## src/rtl/way_sel_pkg.sv

```systemverilog
package way_sel_pkg;

  // Strobes from control to the datapath
  typedef struct packed {
    logic loadBase;   // reset: counter takes the lock base
    logic snapBase;   // counter below base: pull it up
    logic stepCnt;    // allocation in sequential mode: advance
    logic wrapCnt;    // advance from the top way: return to base
    logic seedGen;    // reset: load generator seed
    logic shiftGen;   // advance generator
  } selStrobes_t;

endpackage

```

## src/rtl/way_sel_ctrl.sv

```systemverilog
module way_sel_ctrl
  import way_sel_pkg::*;
(
  input  logic        rstN,
  input  logic        randomMode,
  input  logic        allocate,
  input  logic        belowBase,
  input  logic        effAtTop,
  output selStrobes_t strobes
);

  always_comb begin
    strobes          = '0;
    strobes.seedGen  = !rstN;
    strobes.shiftGen = rstN;
    if (!rstN) begin
      strobes.loadBase = 1'b1;
    end else if (allocate && !randomMode) begin
      strobes.stepCnt = 1'b1;
      strobes.wrapCnt = effAtTop;
    end else begin
      strobes.snapBase = belowBase;
    end
  end

endmodule

```

## src/rtl/way_sel_datapath.sv

```systemverilog
module way_sel_datapath
  import way_sel_pkg::*;
#(
  parameter int WAY_BITS  = 2,
  parameter int GEN_BITS  = 4,
  parameter logic [GEN_BITS-1:0] GEN_SEED = 4'b0001,
  parameter logic [GEN_BITS-1:0] GEN_TAPS = 4'b1100
) (
  input  logic                clk,
  input  logic                randomMode,
  input  logic [WAY_BITS-1:0] lockBase,
  input  selStrobes_t         strobes,
  output logic                belowBase,
  output logic                effAtTop,
  output logic [WAY_BITS-1:0] victimWay
);

  localparam int NUM_WAYS = 1 << WAY_BITS;
  localparam int CALC_W   = GEN_BITS + WAY_BITS + 1;
  localparam logic [WAY_BITS-1:0] TOP_WAY = WAY_BITS'(NUM_WAYS - 1);

  logic [WAY_BITS-1:0] seqCnt;
  logic [WAY_BITS-1:0] effCnt;
  logic [GEN_BITS-1:0] genState;
  logic                genFeedback;
  logic [CALC_W-1:0]   span;
  logic [CALC_W-1:0]   randOffset;
  logic [WAY_BITS-1:0] randWay;

  // Counter as seen after lock-base clamping
  assign belowBase = seqCnt < lockBase;
  assign effCnt    = belowBase ? lockBase : seqCnt;
  assign effAtTop  = effCnt == TOP_WAY;

  always_ff @(posedge clk) begin
    if (strobes.loadBase)      seqCnt <= lockBase;
    else if (strobes.wrapCnt)  seqCnt <= lockBase;
    else if (strobes.stepCnt)  seqCnt <= effCnt + WAY_BITS'(1);
    else if (strobes.snapBase) seqCnt <= lockBase;
  end

  // Shift-register generator, taps chosen by parameter
  assign genFeedback = ^(genState & GEN_TAPS);

  always_ff @(posedge clk) begin
    if (strobes.seedGen)       genState <= GEN_SEED;
    else if (strobes.shiftGen) genState <= {genState[GEN_BITS-2:0], genFeedback};
  end

  // Map generator state into the unlocked range
  assign span       = CALC_W'(NUM_WAYS) - CALC_W'(lockBase);
  assign randOffset = CALC_W'(genState) % span;
  assign randWay    = lockBase + WAY_BITS'(randOffset);

  assign victimWay = randomMode ? randWay : effCnt;

endmodule

```

## src/rtl/way_victim_select.sv

```systemverilog
module way_victim_select
  import way_sel_pkg::*;
#(
  parameter int WAY_BITS = 2,
  parameter int GEN_BITS = 4
) (
  input  logic                clk,
  input  logic                rstN,
  input  logic                randomMode,
  input  logic [WAY_BITS-1:0] lockBase,
  input  logic                allocate,
  output logic [WAY_BITS-1:0] victimWay
);

  selStrobes_t strobes;
  logic        belowBase;
  logic        effAtTop;

  way_sel_ctrl u_ctrl (
    .rstN       (rstN),
    .randomMode (randomMode),
    .allocate   (allocate),
    .belowBase  (belowBase),
    .effAtTop   (effAtTop),
    .strobes    (strobes)
  );

  way_sel_datapath #(
    .WAY_BITS (WAY_BITS),
    .GEN_BITS (GEN_BITS)
  ) u_dp (
    .clk        (clk),
    .randomMode (randomMode),
    .lockBase   (lockBase),
    .strobes    (strobes),
    .belowBase  (belowBase),
    .effAtTop   (effAtTop),
    .victimWay  (victimWay)
  );

endmodule

```

## config.mk

```make
export PLATFORM = sky130hd
export DESIGN_NAME = way_victim_select
export DESIGN_NICKNAME = d
export VERILOG_FILES = /design/src/rtl/way_sel_pkg.sv /design/src/rtl/way_sel_ctrl.sv /design/src/rtl/way_sel_datapath.sv /design/src/rtl/way_victim_select.sv
export SDC_FILE = /design/constraint.sdc
export NUM_CORES = 1
export LEC_CHECK = 0
export BUFFER_PORTS_ARGS = -buffer_cell sky130_fd_sc_hd__buf_2
export CORE_UTILIZATION = 54
export DETAILED_ROUTE_END_ITERATION = 12
export GPL_TIMING_DRIVEN = 0
export PLACE_DENSITY = 0.72
export SLEW_MARGIN = 10
export SYNTH_ARGS = -nofsm -noshare
export SYNTH_HDL_FRONTEND = slang
export SYNTH_HIERARCHICAL = 1
export SYNTH_SLANG_ARGS = --single-unit
```

## constraint.sdc

```tcl
create_clock -name clk -period 27.3 [get_ports clk]
set_input_delay 1.365 -clock clk [delete_from_list [all_inputs] [get_ports clk]]
set_output_delay 1.365 -clock clk [all_outputs]
set_load 0.005 [all_outputs]
```

==> flow_summary_export.csv <==
group,metric,value,unit
pwr,vdd_drop_max,50.6,uV
worst_setup_path,crit_top_cell,"ha_1",
floorplanning,rows,19,
global_routing,grt_pass1_vias,1411,
worst_setup_path,arrival,11.47,ns
clock_network,cts_resized,0,
route,drc_errors,0,
synthesis,yosys.area.top_type,"ha_1",
sta,relSlewSlack,0.486,
worst_setup_path,worst-r2r-setup-slack,24.91,ns
clock_network,cts-root-buf,"clkbuf_4",
finish,multiInputGateArea,1290,um2
placed_design,numPortBuffers,7,
clock_network,clock_latency,0.25,ns
worst_setup_path,worst_setup_path_endpoint,"victimWay[1]",
route,firstDrtPassIters,4,
route,final_antenna_net_count,0,
route,wirelength,3210,um
floorplanning,coreArea,2730,um2
clock_network,htreeDepth,1,
sta,rsz0062_at_grt,"false",
clock_network,holdBufCountCts,0,
sta,fin_tns_setup,0,ns
global_routing,grt_pass1_wl,5650,um
synthesis,synth.cell_area,1550,um2
global_routing,track_usage,0.223,
finish,final_net_count,241,
finish,synthToLayoutAreaGrowth,6.71,%
clock_network,clk_pin_slew,0.05,ns
global_routing,grt_overflow_total,0,
sta,fin_skew,0.0126,ns
run,max-cap-violations,0,
placed_design,pre_cts_ws,14.47,ns
route,vias_per_cell,6.02,
floorplanning,die-area,3080,um2
pwr,p_leak,0.812,nW
worst_setup_path,critPathRequiredTime,25.93,ns
worst_setup_path,cp-end-kind,"output pin",
global_routing,grt_max_degree,11,
finish,seq_area,140,um2
synthesis,synth_cells,196,
worst_setup_path,reg2reg_depth,7,
finish,fillerInstances,265,
synthesis,synth.avg_cell_area,7.90,um2
worst_setup_path,crit_slowest_cell,"or4_4",
sta,setup_viol,0,
clock_network,cts_setup_buffers,0,
pwr,powerDensity,64.8,nW/um2
sta,drv_slew,0,
sta,final_hold_viol_count,0,
synthesis,yosysSeqAreaShare,0.0905,
worst_setup_path,critPathKind,"primary input to output pin",
synthesis,yosysUniqueCellTypes,59,
global_routing,grt_antenna_before_repair,0,
synthesis,ys_async_sr_fraction,0,
route,route.vias.total,1438,
floorplanning,die_w,55.5,um
placed_design,place.gp.congestion,0.881,
floorplanning,die_h,55.5,um
worst_setup_path,r2r-end,"u_dp/seqCnt[0]",
synthesis,synth.top_cell.area_share,0.210,
sta,setup_ws,14.47,ns
worst_setup_path,crit_fanout,9,
worst_setup_path,reg2reg_from,"u_dp/seqCnt[1]",
finish,antennaDiodeCount,0,
synthesis,synth_edf_count,2,
sta,clock.fmax,0.0779,GHz
floorplanning,io_pins,8,
worst_setup_path,cp-start-kind,"primary input",
sta,min_period,12.83,ns
placed_design,post-dp-hpwl,2660,um
sta,worst_pin_slew,0.766,ns
clock_network,clockBufferDepth,2,
worst_setup_path,cpPeakStageDelay,0.55,ns
finish,drive_above_1_share,0.163,
sta,period_share,0.470,
synthesis,ys_warn_count,6,
run_status,status,"finished clean",
synthesis,yosys-top-cells-area,"ha_1 21%, mux2i_1 6.5%, dfxtp_1 5.2%",
route,drt_iter0_markers,35,
floorplanning,initial_core_util,0.566,
clock_network,clock_sinks,6,
worst_hold_path,hold_class,"flop to flop",
clock_network,cts_tree,"yes",
worst_setup_path,crit_start,"lockBase[0]",
route,routedWlPerCell,13.4,um
clock_network,cts_buffers,3,
synthesis,ys.flop_type,"dfxtp_1",
synthesis,ys_seq_elements,6,
-- logic make-up after synthesis --
group,after synthesis,share of synthesized area
muxes,14,0.0938
AOI/OAI and AO/OA,47,0.214
xor gates and xnor gates,5,0.0283
and+or+nand+nor,73,0.284
other,1,0.00242
DFF,6,0.0905
buffers and inverters,24,0.0768
adders and majority gates,26,0.210
-- where the power goes --
| part | switching [W] | internal [W] | total, W |
|---|---|---|---|
| clock | 0.00000342 | 0.00000555 | 0.00000897 |
| sequential | 0.000000541 | 0.0000100 | 0.0000105 |
| combinational | 0.0000456 | 0.0000419 | 0.0000875 |
-- worst max-delay path: cells and delay by family --
kind | cells | cell delay, ns
xor+xnor | 1 | 0.24
mux | 3 | 0.66
buf+inv | 7 | 1.03
fa+ha+maj | 7 | 2.08
simple gates | 14 | 3.65
compound gates | 12 | 2.45
-- cell type report --
class / count / share of cell area
Buffer: 7 / 0.0333
Clock buffer: 4 / 0.0159
Inverter: 17 / 0.0386
Multi-Input combinational cell: 167 / 0.783
Sequential cell: 6 / 0.0848
Tap cell: 31 / 0.0235
Timing Repair Buffer: 7 / 0.0212
-- layer usage --
metal	wire length, um	part of all wire	up-vias	GRT usage
li1	-	-	752	-
met1	1470	0.46	658	0.264
met2	1650	0.51	24	0.427
met3	53	0.017	4	0.0141
met4	32	0.010	0	0.0643
met5	0	0	-	0
-- stage by stage --
stage	util	hold WS [ns]	instance area, um2	cells	total power [W]
3_5_place_dp	0.595	0.558	1630	235	0.0000972
4_1_cts	0.604	0.551	1650	239	0.000107
3_3_place_gp	0.595	0.535	1630	235	0.0000945
6_report	0.604	0.548	1650	239	0.000107
2_1_floorplan	-	0.481	1550	197	0.0000817
5_1_grt	0.604	0.621	1650	239	0.000118
-- worst min-delay path by stage --
stage / to / cells past startpoint / start / slack, ns
global placement: u_dp/genState[3] / 2 / u_dp/genState[3] / 0.53
detailed placement: u_dp/genState[1] / 2 / u_dp/genState[0] / 0.56
finish: u_dp/genState[1] / 2 / u_dp/genState[0] / 0.55
CTS: u_dp/genState[1] / 2 / u_dp/genState[0] / 0.55
floorplan: u_dp/genState[3] / 2 / u_dp/genState[3] / 0.48
global route: u_dp/genState[1] / 2 / u_dp/genState[0] / 0.62
-- synth_stat cells, types with 3 or more instances --
cell and number:
a21o_1 3, a21oi_1 10, and2_1 3, and2_2 3
and3b_1 3, buf_4 3, dfxtp_1 4, ha_1 26
inv_1 17, mux2_2 4, mux2i_1 10, nand2_1 8
nand4b_1 3, nor2_1 19, nor3_1 7, nor4_1 3
o211ai_1 4, o21a_1 3, o21ai_0 10, xnor2_1 3
-- flip-flops by register name (all words and copies together) (netlist names) --
signal	count
u_dp/genState	4
u_dp/seqCnt	2
-- cells in the final DEF, fill, tap and decap left out, drive strengths merged, types with 3 or more instances in the layout --
master and n:
nor4 3, nand4b 3, ha 26, mux2 4, inv 17, a21o 4
nand3 3, and2 6, o211ai 4, o21a 3, buf 11, mux2i 10
nor2 19, nor3 7, nand2 9, a21oi 10, or3 4, xnor2 3
clkbuf 7, dfxtp 4, and3b 3, o21ai 10
Power figures use the tool's default switching activity.
